### config.mk
export PLATFORM = sky130hd
export DESIGN_NAME = sift_voter
export DESIGN_NICKNAME = d
export VERILOG_FILES = /design/src/rtl/sov_pkg.sv /design/src/rtl/sov_compare.sv /design/src/rtl/sov_collector.sv /design/src/rtl/sov_cmd.sv /design/src/rtl/sift_voter.sv
export SDC_FILE = /design/constraint.sdc
export NUM_CORES = 1
export LEC_CHECK = 0
export ABC_AREA = 0
export BUFFER_PORTS_ARGS = -buffer_cell sky130_fd_sc_hd__buf_2
export CORE_MARGIN = 8
export CORE_UTILIZATION = 37
export DETAILED_ROUTE_END_ITERATION = 8
export PLACE_DENSITY = 0.87
export SYNTH_ARGS = -nofsm -noshare
export SYNTH_HDL_FRONTEND = slang
export SYNTH_SLANG_ARGS = --single-unit
export TNS_END_PERCENT = 20
### constraint.sdc
create_clock -name clk -period 2.5 [get_ports clk]
set_input_delay 0.5 -clock clk [delete_from_list [all_inputs] [get_ports clk]]
set_output_delay 0.5 -clock clk [all_outputs]
set_load 0.03 [all_outputs]
### src/rtl/sov_pkg.sv
package sov_pkg;
    localparam int NCH    = 3;
    localparam int STAT_W = 8;

    typedef logic [NCH-1:0] chmask_t;

    typedef struct packed {
        chmask_t fault;
        logic    unres;
    } sov_state_t;
endpackage

### src/rtl/sov_compare.sv
module sov_compare
    import sov_pkg::*;
#(
    parameter int W = 8
) (
    input  logic [NCH-1:0][W-1:0] ch,
    input  chmask_t               live,
    output chmask_t               odd,
    output logic                  unres
);
    logic eq01, eq02, eq12;

    always_comb begin
        eq01  = (ch[0] == ch[1]);
        eq02  = (ch[0] == ch[2]);
        eq12  = (ch[1] == ch[2]);
        odd   = '0;
        unres = 1'b0;
        if (live == 3'b111) begin
            if (eq01 && eq02) begin
                odd = '0;
            end else if (eq01) begin
                odd = 3'b100;
            end else if (eq02) begin
                odd = 3'b010;
            end else if (eq12) begin
                odd = 3'b001;
            end else begin
                unres = 1'b1;
            end
        end else begin
            unres = (live == 3'b110 && !eq12) ||
                    (live == 3'b101 && !eq02) ||
                    (live == 3'b011 && !eq01);
        end
    end
endmodule

### src/rtl/sov_collector.sv
module sov_collector
    import sov_pkg::*;
#(
    parameter int W = 8
) (
    input  logic [NCH-1:0][W-1:0] ch,
    input  chmask_t               keep,
    output logic [W-1:0]          bus
);
    always_comb begin
        bus = '0;
        for (int i = 0; i < NCH; i++) begin
            if (keep[i]) begin
                bus = bus | ch[i];
            end
        end
    end
endmodule

### src/rtl/sov_cmd.sv
module sov_cmd
    import sov_pkg::*;
#(
    parameter int              AW        = 16,
    parameter logic [AW-1:0]   STAT_ADDR = 16'hFF40,
    parameter logic [AW-1:0]   CLR_ADDR  = 16'hFF41
) (
    input  logic [AW-1:0]     addr,
    input  logic              rd,
    input  logic              wr,
    input  sov_state_t        st,
    output logic              clr_hit,
    output logic [STAT_W-1:0] rd_data
);
    localparam int PAD = STAT_W - NCH - 1;

    always_comb begin
        clr_hit = wr && (addr == CLR_ADDR);
        if (rd && (addr == STAT_ADDR)) begin
            rd_data = {{PAD{1'b0}}, st.unres, st.fault};
        end else begin
            rd_data = '0;
        end
    end
endmodule

### src/rtl/sift_voter.sv
module sift_voter
    import sov_pkg::*;
#(
    parameter int            W         = 8,
    parameter int            AW        = 16,
    parameter logic [AW-1:0] STAT_ADDR = 16'hFF40,
    parameter logic [AW-1:0] CLR_ADDR  = 16'hFF41
) (
    input  logic              clk,
    input  logic              rst_n,
    input  logic [W-1:0]      data_a,
    input  logic [W-1:0]      data_b,
    input  logic [W-1:0]      data_c,
    output logic [W-1:0]      bus_out,
    output logic [NCH-1:0]    fault_flags,
    output logic              mismatch,
    input  logic [AW-1:0]     cmd_addr,
    input  logic              cmd_rd,
    input  logic              cmd_wr,
    output logic [STAT_W-1:0] rd_data
);
    logic [NCH-1:0][W-1:0] chans;
    sov_state_t            state_d, state_q;
    chmask_t               live, odd, keep;
    logic                  unres, clr_hit;

    assign chans = {data_c, data_b, data_a};
    assign live  = ~state_q.fault;
    assign keep  = live & ~odd;

    sov_compare #(.W(W)) u_cmp (
        .ch    (chans),
        .live  (live),
        .odd   (odd),
        .unres (unres)
    );

    sov_collector #(.W(W)) u_col (
        .ch   (chans),
        .keep (keep),
        .bus  (bus_out)
    );

    sov_cmd #(.AW(AW), .STAT_ADDR(STAT_ADDR), .CLR_ADDR(CLR_ADDR)) u_cmd (
        .addr    (cmd_addr),
        .rd      (cmd_rd),
        .wr      (cmd_wr),
        .st      (state_q),
        .clr_hit (clr_hit),
        .rd_data (rd_data)
    );

    always_comb begin
        state_d = state_q;
        if (clr_hit) begin
            state_d = '0;
        end else begin
            state_d.fault = state_q.fault | odd;
            state_d.unres = state_q.unres | unres;
        end
    end

    always_ff @(posedge clk or negedge rst_n) begin
        if (!rst_n) begin
            state_q <= '0;
        end else begin
            state_q <= state_d;
        end
    end

    assign fault_flags = state_q.fault;
    assign mismatch    = state_q.unres;


    single_drop_chk: assert property (@(posedge clk) disable iff (!rst_n)
        $countones(state_q.fault) <= 1);


    fault_hold_chk: assert property (@(posedge clk) disable iff (!rst_n)
        !clr_hit |=> ((state_q.fault & $past(state_q.fault)) == $past(state_q.fault)));


    drop_now_chk: assert property (@(posedge clk) disable iff (!rst_n)
        (odd != '0) |-> ($countones(odd) == 1 && state_q.fault == '0));


    pair_keep_chk: assert property (@(posedge clk) disable iff (!rst_n)
        (state_q.fault != '0 && !clr_hit) |=> (state_q.fault == $past(state_q.fault)));


    clear_chk: assert property (@(posedge clk) disable iff (!rst_n)
        clr_hit |=> (fault_flags == '0 && !mismatch));


    status_fmt_chk: assert property (@(posedge clk) disable iff (!rst_n)
        (cmd_rd && cmd_addr == STAT_ADDR) |->
            (rd_data[STAT_W-1:NCH+1] == '0 && rd_data[NCH] == mismatch));
endmodule

==> impl_metrics.sql, run 1 <==
INSERT INTO impl_metrics (metric_group, metric, value, unit) VALUES
('run_status', 'run_status', 'finished, violations left', ''),
('run_status', 'failed_checks', 'setup timing', ''),
('die', 'top_level_ports', '64', ''),
('power_and_ir_drop', 'power_frac_comb', '0.703', ''),
('finish', 'finish.net_count', '209', ''),
('logic_synthesis', 'synth-edff-count', '0', ''),
('timing', 'maxSlewViolCount', '0', ''),
('logic_synthesis', 'post-synth-top-count-cell', 'xor2_1', ''),
('power_and_ir_drop', 'p_leak', '0.000636', 'uW'),
('logic_synthesis', 'synth-seq-cells', '4', ''),
('timing', 'finalWorstSetupSlack', '-0.179', 'ns'),
('clock_network', 'post_cts_hold_buffer_count', '0', ''),
('route', 'drc', '0', ''),
('power_and_ir_drop', 'ir_drop', '0.401', 'mV'),
('global_routing', 'grt_use_met1', '0.175', ''),
('critical_path', 'worstSetupPathType', 'in -> out', ''),
('run', 'cap_viol_max_count', '0', ''),
('logic_synthesis', 'synthesis.instances', '86', ''),
('clock_network', 'clock_tree_from_tritoncts', 'yes', ''),
('die', 'dieArea', '0.00366', 'mm2'),
('timing', 'final_min_period_over_clock_period', '1.07', ''),
('route', 'drtAntennaViolNets', '0', ''),
('timing', 'report.final.setup_viol', '8', ''),
('clock_network', 'root_buffer', 'clkbuf_4', ''),
('placed_design', 'detailed_place_hpwl', '2.29', 'mm'),
('timing', 'final.setup.tns', '-1.34', 'ns'),
('logic_synthesis', 'ys.warnings.count', '0', ''),
('global_routing', 'global_route.usage.met2', '0.355', ''),
('route', 'via_count', '995', ''),
('power_and_ir_drop', 'p_sw', '330', 'uW'),
('global_routing', 'grt_max_degree', '10', ''),
('critical_path', 'cp_data_arrival_time', '2.18', 'ns'),
('logic_synthesis', 'synth.largest_area_cell', 'xor2_1', ''),
('route', 'first_pass_drt_iterations', '4', ''),
('clock_network', 'cts.path.max_buffers', '2', ''),
('timing', 'final_hold_viol_count', '0', ''),
('route', 'detail_route.wirelength', '3.38', 'mm'),
('global_routing', 'grt_pass1_vias', '1101', ''),
('power_and_ir_drop', 'power.share.switching', '0.486', ''),
('route', 'detail_route.iter0.violations', '37', ''),
('logic_synthesis', 'synthFlopType', 'dfrtp_1', ''),
('logic_synthesis', 'ys_types', '23', ''),
('global_routing', 'gr-usage-all-layers', '0.183', ''),
('clock_network', 'cts_clock_pin_slew_for_the_worst_setup_and_hold_paths', '0.04', 'ns'),
('clock_network', 'tritoncts.num_buffers', '3', ''),
('global_routing', 'grt_most_used_layer', 'met2', ''),
('clock_network', 'clkLatencyLatePin', '0.23', 'ns'),
('clock_network', 'htree_num_levels', '1', ''),
('die', 'row_count', '16', ''),
('placed_design', 'place_inst', '175', ''),
('logic_synthesis', 'synth_sequential_area_ratio', '0.137', ''),
('timing', 'setup_repair_after_global_routing_missed_its_margin', 'yes', ''),
('timing', 'min_period', '2.68', 'ns'),
('logic_synthesis', 'synth_commonest_cells', '16 x xor2_1, 12 x and2_1, 8 x a221o_1, 8 x xnor2_1, 5 x nor2_1', ''),
('critical_path', 'critical_path_required', '2.00', 'ns'),
('die', 'core_area', '0.00192', 'mm2'),
('timing', 'fin_hold_ws', '0.0598', 'ns'),
('die', 'initial_utilization', '0.381', ''),
('power_and_ir_drop', 'power.internal', '348', 'uW'),
('logic_synthesis', 'ys_async_rst_share', '1.00', ''),
('timing', 'fin_skew', '0.00162', 'ns'),
('critical_path', 'endpoint_kind', 'output port', ''),
('hold_path', 'hp-class', 'in -> async', ''),
('placed_design', 'buffer_ports.inserted', '59', ''),
('route', 'route.detailed.wl_per_inst', '17.8', 'um'),
('logic_synthesis', 'synth.avg_cell_area', '8.51', 'um2'),
('critical_path', 'path_max_fanout', '3', ''),
('power_and_ir_drop', 'share_clk_of_total_power', '0.117', ''),
('critical_path', 'start_kind', 'primary input', ''),
('global_routing', 'grt_first_pass_wirelength', '5.12', 'mm'),
('global_routing', 'total_gr_overflow', '0', '');
==> through the flow <==
| step | util | cell area, um2 | setup slack (ns) |
|---|---|---|---|
| 2_1_floorplan | - | 743 | 0.211 |
| 3_3_place_gp | 0.558 | 1070 | -0.0998 |
| 3_5_place_dp | 0.558 | 1070 | -0.201 |
| 4_1_cts | 0.669 | 1290 | -0.0978 |
| 5_1_grt | 0.736 | 1410 | -0.224 |
| 6_report | 0.736 | 1410 | -0.179 |
==> cells by family after synthesis <==
| group | after synthesis | share of synthesized area |
|---|---|---|
| flip-flops | 4 | 0.137 |
| buffers and inverters | 4 | 0.0410 |
| AND/OR/NAND/NOR | 39 | 0.325 |
| other | 1 | 0.00512 |
| XOR/XNOR | 24 | 0.287 |
| AO/OA/AOI/OAI | 14 | 0.205 |
==> placed cells by master (no fill, tap or decap), types with 4 or more instances in the layout <==
cell,synthesis,final
xor2_1,16,12
a221o_1,8,8
xnor2_1,8,8
conb_1,1,4
and2_1,12,12
buf_2,0,42
buf_6,0,17
dfrtp_1,4,4
nor2_1,5,5
buf_4,4,12
==> what timing repair did <==
action,4_1_cts,5_1_grt
setup endpoints to repair,8,8
buffers inserted,9,1
gates cloned,1,1
gates resized for setup,30,22
pin swaps,15,15
==> critical path, stage by stage <==
cell and delay, ns:
buf_8 0.11, xor2_2 0.17, nor4_2 0.34, nand2_1 0.14
nor2_2 0.16, a31oi_4 0.13, buf_6 0.15, a221o_1 0.33
buf_6 0.15
==> flip-flops by register name, indices dropped and copies added (netlist names) <==
name,cells
mismatch,1
fault_flags,3
==> layout make-up <==
class / instances / area (um2)
well taps: 27 / 33.8
flip-flops and latches: 4 / 100
clock buffers: 3 / 22.5
repair buffers: 73 / 522
fillers: 153 / 508
multi-input cells: 83 / 736
==> worst paths after layout <==
path,cells past startpoint,slack [ns],end
max,9,-0.18,bus_out[4]
max reg2reg,5,1.04,fault_flags[0]
min,1,0.06,fault_flags[2]
max in group asynchronous,1,2.33,mismatch
min in group clk,2,0.63,mismatch
min reg2reg,2,0.63,mismatch
==> power by group through the flow <==
stage                     clock [uW]  sequential (uW)  combinational [uW]
final                           79.3              122                 477
after CTS                       82.5              120                 440
after detailed placement           0              113                 346
after global placement             0              110                 336
after global routing            91.2              125                 503
after floorplan                    0              131                 201
==> layer usage <==
| layer | vias to the layer above | routed length, um |
|---|---|---|
| met5 | - | 0 |
| met4 | 0 | 77 |
| met3 | 8 | 257 |
| met2 | 49 | 1750 |
| met1 | 470 | 1300 |
| li1 | 468 | - |
No activity file was read; power rests on OpenSTA's default activity.
==> run 2, diff against run 1 <==
--- a/config.mk
+++ b/config.mk
@@ -8,10 +8,12 @@
 export ABC_AREA = 0
 export BUFFER_PORTS_ARGS = -buffer_cell sky130_fd_sc_hd__buf_2
 export CORE_MARGIN = 8
-export CORE_UTILIZATION = 37
+export CORE_UTILIZATION = 38
 export DETAILED_ROUTE_END_ITERATION = 8
-export PLACE_DENSITY = 0.87
+export PLACE_DENSITY = 0.88
+export SKIP_LAST_GASP = 1
 export SYNTH_ARGS = -nofsm -noshare
 export SYNTH_HDL_FRONTEND = slang
+export SYNTH_HIERARCHICAL = 1
 export SYNTH_SLANG_ARGS = --single-unit
 export TNS_END_PERCENT = 20
==> run 2 against run 1 <==
The flow still finishes with violations (setup timing). Total power decreased by 18%. Non-clock buffer count down 9. Flip-flop and latch count unchanged. Hold slack worse by 0.0044 ns. Critical path depth stayed put. Clock skew grew 0.0076 ns. Setup slack improved by 0.014 ns. Register-to-register slack got worse by 0.02 ns. Critical path type unchanged.
==> impl_metrics.sql, run 2 <==
INSERT INTO impl_metrics (metric_group, metric, value, unit) VALUES
('run_status', 'run_status', 'finished, violations left', ''),
('run_status', 'failed_checks', 'setup timing', ''),
('finish', 'utilization', '0.599', ''),
('critical_path', 'path_delay_family', 'simple AND/OR/NAND/NOR gates', ''),
('critical_path', 'path_max_fanout', '8', ''),
('route', 'detail_route.wirelength', '2.91', 'mm'),
('die', 'dieArea', '0.00364', 'mm2'),
('timing', 'final_hold_viol_count', '0', ''),
('clock_network', 'buffers_inserted_during_post_cts_setup_optimization', '0', ''),
('placed_design', 'globalplace.congestion', '0.855', ''),
('power_and_ir_drop', 'power_density', '488', 'mW/mm2'),
('die', 'row_count', '16', ''),
('logic_synthesis', 'ys.warnings.count', '6', ''),
('finish', 'n_fill_cell', '167', ''),
('placed_design', 'buffer_ports.inserted', '59', ''),
('critical_path', 'start_kind', 'primary input', ''),
('route', 'detail_route.iter0.violations', '65', ''),
('route', 'route.detailed.wl_per_inst', '15.9', 'um'),
('placed_design', 'place_inst', '180', ''),
('logic_synthesis', 'synth.largest_area_cell', 'xnor2_1', ''),
('finish', 'commonest_non_fill_non_tap_cell_in_the_layout', 'buf_2', ''),
('run', 'cap_viol_max_count', '0', ''),
('logic_synthesis', 'ys_async_rst_share', '1.00', ''),
('die', 'die_width', '60.3', 'um'),
('critical_path', 'cp_cell_sequence', 'buf_2 -> xor2_1 -> nor4_2 -> nand2_1 -> nor3_2 -> nor2_2 -> a222oi_1 -> inv_1 -> buf_2', ''),
('finish', 'layout_common_cells', '59 x buf_2, 16 x xnor2_1, 11 x inv_1, 8 x xor2_1, 8 x a222oi_1', ''),
('finish', 'syn_to_final_growth', '52.4', '%'),
('timing', 'final_min_period_over_clock_period', '1.07', ''),
('die', 'core_area', '0.00190', 'mm2'),
('global_routing', 'total_gr_overflow', '0', ''),
('timing', 'fin_skew', '0.00917', 'ns'),
('critical_path', 'critical_path_required', '2.00', 'ns'),
('placed_design', 'detailed_place_hpwl', '2.41', 'mm'),
('global_routing', 'gr-usage-all-layers', '0.153', ''),
('finish', 'antenna_cell_count', '0', ''),
('route', 'drc', '0', ''),
('clock_network', 'clock-sinks', '4', ''),
('die', 'die_y', '60.3', 'um'),
('finish', 'finish.net_count', '202', ''),
('logic_synthesis', 'leading_post_synthesis_cells_by_cell_area', 'xnor2_1 19%, dfrtp_1 13%, a222oi_1 11%', ''),
('critical_path', 'path_common_cell', 'buf_2', ''),
('critical_path', 'worst_path_largest_cell_delay', '0.32', 'ns'),
('clock_network', 'tritoncts.num_buffers', '3', ''),
('die', 'initial_utilization', '0.393', ''),
('die', 'top_level_ports', '64', ''),
('timing', 'maxSlewViolCount', '0', ''),
('route', 'drtAntennaViolNets', '0', ''),
('logic_synthesis', 'synth-edff-count', '0', ''),
('global_routing', 'grt_first_pass_wirelength', '4.31', 'mm'),
('timing', 'setup_repair_after_global_routing_missed_its_margin', 'yes', ''),
('global_routing', 'antenna_found_initial', '0', ''),
('route', 'vias_per_cell', '5.42', ''),
('logic_synthesis', 'synth.avg_cell_area', '8.12', 'um2'),
('timing', 'fin_hold_ws', '0.0554', 'ns'),
('clock_network', 'htree_num_levels', '1', ''),
('timing', 'report.final.setup_viol', '8', ''),
('finish', 'post-route-cell-area', '0.00114', 'mm2'),
('route', 'first_pass_drt_iterations', '4', ''),
('clock_network', 'cts.path.max_buffers', '2', ''),
('logic_synthesis', 'ys_types', '25', ''),
('critical_path', 'cp_data_arrival_time', '2.16', 'ns'),
('logic_synthesis', 'syn_area', '747', 'um2'),
('route', 'via_count', '991', ''),
('critical_path', 'critPathSlowestCell', 'a222oi_1', ''),
('timing', 'finalWorstSetupSlack', '-0.165', 'ns'),
('timing', 'min_period', '2.66', 'ns'),
('critical_path', 'endpoint_kind', 'output port', ''),
('critical_path', 'worstSetupPathType', 'in -> out', ''),
('clock_network', 'post_cts_hold_buffer_count', '0', ''),
('hold_path', 'hp-class', 'in -> async', ''),
('global_routing', 'grt_max_degree', '9', ''),
('finish', 'finish.cell_count_without_fillers', '183', ''),
('clock_network', 'clock_tree_from_tritoncts', 'yes', ''),
('logic_synthesis', 'synth-seq-cells', '4', ''),
('logic_synthesis', 'synthesis.instances', '92', ''),
('finish', 'final_layout_size_suffix_gt1_frac', '0.494', ''),
('critical_path', 'worst-path-buf-inv', '3', ''),
('logic_synthesis', 'post-synth-top-count-cell', 'xnor2_1', ''),
('timing', 'final.setup.tns', '-1.14', 'ns'),
('placed_design', 'dpl_cell_area', '0.00107', 'mm2'),
('power_and_ir_drop', 'p_leak', '0.000555', 'uW'),
('global_routing', 'grt_pass1_vias', '1020', ''),
('logic_synthesis', 'synth_sequential_area_ratio', '0.134', ''),
('logic_synthesis', 'synth_largest_type_area_fraction', '0.188', ''),
('clock_network', 'cts_clock_pin_slew_for_the_worst_setup_and_hold_paths', '0.04', 'ns'),
('clock_network', 'clkLatencyLatePin', '0.24', 'ns'),
('power_and_ir_drop', 'ir_drop', '0.281', 'mV'),
('clock_network', 'root_buffer', 'clkbuf_4', ''),
('logic_synthesis', 'synth_commonest_cells', '16 x xnor2_1, 11 x inv_1, 8 x a222oi_1, 8 x xor2_1', ''),
('timing', 'clock.fmax', '375', 'MHz'),
('logic_synthesis', 'synthFlopType', 'dfrtp_1', ''),
('finish', 'largest_register_ff_count', '3', '');
## run 2: logic make-up after synthesis
logic type | synth area share
xor gates and xnor gates | 0.281
AOI/OAI and AO/OA | 0.194
and+or+nand+nor | 0.260
DFF | 0.134
buffers and inverters | 0.126
other | 0.00502
## run 2: what timing repair did
action / in CTS / in global routing
endpoints found under the setup margin: 8 / 8
resized for setup: 8 / 2
pin swaps: 1 / 0
## run 2: metrics by stage
step,setup slack (ns),total power [uW]
after floorplan,0.136,342
after global placement,-0.225,435
after detailed placement,-0.308,444
after CTS,-0.114,543
after global routing,-0.305,588
final,-0.165,555
## run 2: path summary, 6_finish.rpt
path / slack (ns) / start / cells after the start / end
worst max-delay path: -0.16 / data_a[1] / 9 / bus_out[6]
worst min-delay path: 0.06 / rst_n / 1 / fault_flags[0]
worst max register to register: 1.02 / fault_flags[1] / 5 / fault_flags[0]
worst min register to register: 0.50 / mismatch / 1 / mismatch
max in group asynchronous: 2.32 / rst_n / 1 / fault_flags[2]
min in group clk: 0.50 / mismatch / 1 / mismatch
## run 2: routing by layer
layer	vias to the layer above	part of all wire	global-route usage
li1	461	-	-
met1	465	0.33	0.138
met2	59	0.56	0.302
met3	6	0.096	0.0445
met4	0	0.012	0.0680
met5	-	0	0
## run 2: final cells by class
class	count	area [um2]	share of cell area
clock buffer	3	22.5	0.0198
inverter	11	41.3	0.0363
multi-input combinational	74	608	0.534
sequential	4	100	0.0879
tap	27	33.8	0.0297
timing repair buffer	64	333	0.292
## run 2: power by group
part           total (uW)  internal [uW]  leakage [uW]  switching, uW
clock                82.2           53.8     0.0000138           28.4
combinational         377            133      0.000493            244
sequential           96.4           78.3     0.0000487           18.2
==> run 3, diff against run 2 <==
--- a/config.mk
+++ b/config.mk
@@ -5,10 +5,10 @@
 export SDC_FILE = /design/constraint.sdc
 export NUM_CORES = 1
 export LEC_CHECK = 0
-export ABC_AREA = 0
+export ABC_AREA = 1
 export BUFFER_PORTS_ARGS = -buffer_cell sky130_fd_sc_hd__buf_2
 export CORE_MARGIN = 8
-export CORE_UTILIZATION = 38
+export CORE_UTILIZATION = 43
 export DETAILED_ROUTE_END_ITERATION = 8
 export PLACE_DENSITY = 0.88
 export SKIP_LAST_GASP = 1
==> run 3 against run 2 <==
Global-route usage fell by 1.9 points. The run now ends clean. Register-to-register slack improved by 0.21 ns. Die area rose by 16%. First-iteration DRC count fell by 26%. Sequential power fell by 11%.
==> impl_metrics.sql, run 3 <==
INSERT INTO impl_metrics (metric_group, metric, value, unit) VALUES
('run_status', 'run_status', 'completed', ''),
('critical_path', 'worstReg2RegEnd', 'fault_flags[0]', ''),
('power_and_ir_drop', 'power_density', '397', 'mW/mm2'),
('logic_synthesis', 'post-synth-top-count-cell', 'nand2_1', ''),
('timing', 'clock.fmax', '429', 'MHz'),
('timing', 'final_min_period_over_clock_period', '0.933', ''),
('logic_synthesis', 'synth_largest_type_area_fraction', '0.295', ''),
('route', 'route.detailed.wl_per_inst', '9.87', 'um'),
('logic_synthesis', 'synth-edff-count', '0', ''),
('logic_synthesis', 'leading_post_synthesis_cells_by_cell_area', 'nand2_1 29%, inv_1 13%, xnor2_1 12%', ''),
('run', 'cap_viol_max_count', '0', ''),
('critical_path', 'path_common_cell', 'nand2_1', ''),
('route', 'detail_route.iter0.violations', '48', ''),
('timing', 'fin_skew', '0.00227', 'ns'),
('logic_synthesis', 'ys.warnings.count', '6', ''),
('logic_synthesis', 'ys_types', '20', ''),
('finish', 'final_layout_size_suffix_gt1_frac', '0.317', ''),
('timing', 'final.setup.tns', '0', 'ns'),
('logic_synthesis', 'synth.avg_cell_area', '5.05', 'um2'),
('logic_synthesis', 'synth_commonest_cells', '81 x nand2_1, 35 x inv_1, 24 x nor2_1, 14 x xnor2_1, 11 x nand3_1', ''),
('logic_synthesis', 'synth_sequential_area_ratio', '0.0971', ''),
('global_routing', 'total_gr_overflow', '0', ''),
('logic_synthesis', 'synth-seq-cells', '4', ''),
('critical_path', 'path_max_fanout', '6', ''),
('global_routing', 'gr-usage-all-layers', '0.134', ''),
('critical_path', 'worst_path_largest_cell_delay', '0.19', 'ns'),
('logic_synthesis', 'ys_async_rst_share', '1.00', ''),
('global_routing', 'grt_max_degree', '7', ''),
('logic_synthesis', 'syn_area', '0.00103', 'mm2'),
('clock_network', 'clock-sinks', '4', ''),
('clock_network', 'root_buffer', 'clkbuf_4', ''),
('placed_design', 'globalplace.congestion', '0.853', ''),
('power_and_ir_drop', 'p_leak', '0.000899', 'uW'),
('logic_synthesis', 'synthesis.instances', '204', ''),
('die', 'row_count', '17', ''),
('placed_design', 'buffer_ports.inserted', '59', ''),
('logic_synthesis', 'synth-compound-area-share', '0', ''),
('finish', 'syn_to_final_growth', '35.3', '%'),
('clock_network', 'cts_resized', '0', ''),
('timing', 'report.final.setup_viol', '0', ''),
('clock_network', 'tritoncts.num_buffers', '3', ''),
('die', 'dieArea', '0.00422', 'mm2'),
('finish', 'layout_common_cells', '81 x nand2_1, 59 x buf_2, 35 x inv_1, 24 x nor2_1, 14 x xnor2_1', ''),
('clock_network', 'clkLatencyLatePin', '0.23', 'ns'),
('critical_path', 'critPathSlowestCell', 'xnor2_1', ''),
('clock_network', 'post_cts_hold_buffer_count', '0', ''),
('timing', 'maxSlewViolCount', '0', ''),
('logic_synthesis', 'synth-xor-area-share', '0.153', ''),
('critical_path', 'endpoint_kind', 'output port', ''),
('route', 'via_count', '1284', ''),
('clock_network', 'clock_tree_from_tritoncts', 'yes', ''),
('critical_path', 'r2r_cells', '8', ''),
('timing', 'min_period', '2.33', 'ns'),
('route', 'detail_route.wirelength', '2.92', 'mm'),
('critical_path', 'worstSetupPathType', 'in -> out', ''),
('critical_path', 'reg2reg_from', 'fault_flags[0]', ''),
('placed_design', 'detailed_place_hpwl', '2.59', 'mm'),
('hold_path', 'hp-class', 'in -> async', ''),
('global_routing', 'grt_first_pass_wirelength', '4.84', 'mm'),
('clock_network', 'buffers_inserted_during_post_cts_setup_optimization', '0', ''),
('timing', 'final_hold_viol_count', '0', ''),
('global_routing', 'antenna_found_initial', '0', ''),
('critical_path', 'r2r_setup_slack', '1.23', 'ns'),
('timing', 'setup_repair_after_global_routing_missed_its_margin', 'no', ''),
('logic_synthesis', 'dominant_combinational_cell_family_by_area_after_synthesis', 'simple AND/OR/NAND/NOR gates', ''),
('power_and_ir_drop', 'power.total', '554', 'uW'),
('route', 'drtAntennaViolNets', '0', ''),
('finish', 'finish.net_count', '314', ''),
('critical_path', 'start_kind', 'primary input', ''),
('critical_path', 'cp_data_arrival_time', '1.83', 'ns'),
('logic_synthesis', 'synth.largest_area_cell', 'nand2_1', ''),
('critical_path', 'worst-path-buf-inv', '3', ''),
('logic_synthesis', 'synthFlopType', 'dfrtp_1', ''),
('critical_path', 'cp_cell_sequence', 'buf_2 -> xnor2_1 -> nand2_1 -> nor2_1 -> nand2_1 -> nand4_1 -> nor2_1 -> nor2_2 -> buf_4 -> nand2_1 -> nand3_1 -> buf_2', ''),
('clock_network', 'cts_clock_pin_slew_for_the_worst_setup_and_hold_paths', '0.04', 'ns'),
('critical_path', 'path_delay_family', 'simple AND/OR/NAND/NOR gates', ''),
('finish', 'commonest_non_fill_non_tap_cell_in_the_layout', 'nand2_1', ''),
('die', 'core_area', '0.00223', 'mm2'),
('clock_network', 'cts.path.max_buffers', '2', ''),
('critical_path', 'critical_path_required', '2.00', 'ns'),
('route', 'first_pass_drt_iterations', '4', ''),
('finish', 'antenna_cell_count', '0', ''),
('die', 'die_y', '65.0', 'um'),
('logic_synthesis', 'multiplexer_fraction_of_the_synthesized_cell_area', '0', ''),
('die', 'die_width', '65.0', 'um'),
('route', 'drc', '0', ''),
('clock_network', 'htree_num_levels', '1', ''),
('die', 'initial_utilization', '0.462', ''),
('logic_synthesis', 'synth_adder_area_share', '0', ''),
('logic_synthesis', 'post_synth_and_or_nand_nor_area_fraction', '0.568', ''),
('die', 'top_level_ports', '64', ''),
('global_routing', 'grt_pass1_vias', '1197', ''),
('power_and_ir_drop', 'ir_drop', '0.376', 'mV'),
('route', 'vias_per_cell', '4.34', ''),
('finish', 'largest_register_ff_count', '3', '');
==> run 3: cell types whose count changed after synthesis, moves of 3 or more <==
cell,delta
and3_1,-5
a222oi_1,-8
nand2_1,+79
nand3_1,+10
nor4_1,-3
nand4_1,-3
inv_1,+24
o21ba_1,-4
nand2_2,+4
xor2_1,-4
nor2_1,+18
nor2_2,+10
==> run 3: per-layer routing <==
metal	vias up	share of wire	track usage
met5	-	0	0
met4	0	0	0.00817
met3	0	0.061	0.0344
met2	41	0.52	0.251
met1	527	0.42	0.154
li1	716	-	-
==> run 3: worst max-delay path by stage <==
stage	start	to	slack [ns]	cells after the start
after floorplan	data_a[6]	bus_out[6]	0.41	11
after global placement	data_c[0]	bus_out[1]	0.20	13
after CTS	data_b[5]	bus_out[5]	0.17	12
after detailed placement	data_b[5]	bus_out[5]	0.17	12
after global routing	data_a[7]	bus_out[5]	0.03	13
final	data_b[5]	bus_out[5]	0.17	12
==> run 3: cells by family after synthesis <==
kind of cell | Yosys count
flip-flops | 4
other | 1
XOR/XNOR | 18
buffers and inverters | 44
AND/OR/NAND/NOR | 137
==> run 3: report_power, final <==
| group | switching, uW | internal (uW) | total, uW |
|---|---|---|---|
| combinational | 239 | 151 | 390 |
| sequential | 10.8 | 74.8 | 85.6 |
| clock | 24.7 | 53.6 | 78.3 |
| total | 275 | 279 | 554 |
==> run 3: cell type report <==
type / instances / area (um2)
clock buffer: 3 / 22.5
fill: 234 / 838
inverter: 37 / 139
multi-input combinational: 159 / 758
sequential: 4 / 100
tap: 28 / 35.0
timing repair buffer: 65 / 340
==> run 3: stage by stage <==
step / setup slack, ns / hold slack [ns] / instances / utilization / cell area, um2
final: 0.167 / 0.0632 / 296 / 0.625 / 1400
after global routing: 0.0319 / 0.0549 / 296 / 0.625 / 1400
after CTS: 0.171 / 0.0597 / 296 / 0.625 / 1400
after detailed placement: 0.172 / 0.307 / 293 / 0.615 / 1370
after global placement: 0.204 / 0.306 / 293 / 0.615 / 1370
after floorplan: 0.405 / 0.204 / 207 / - / 1040
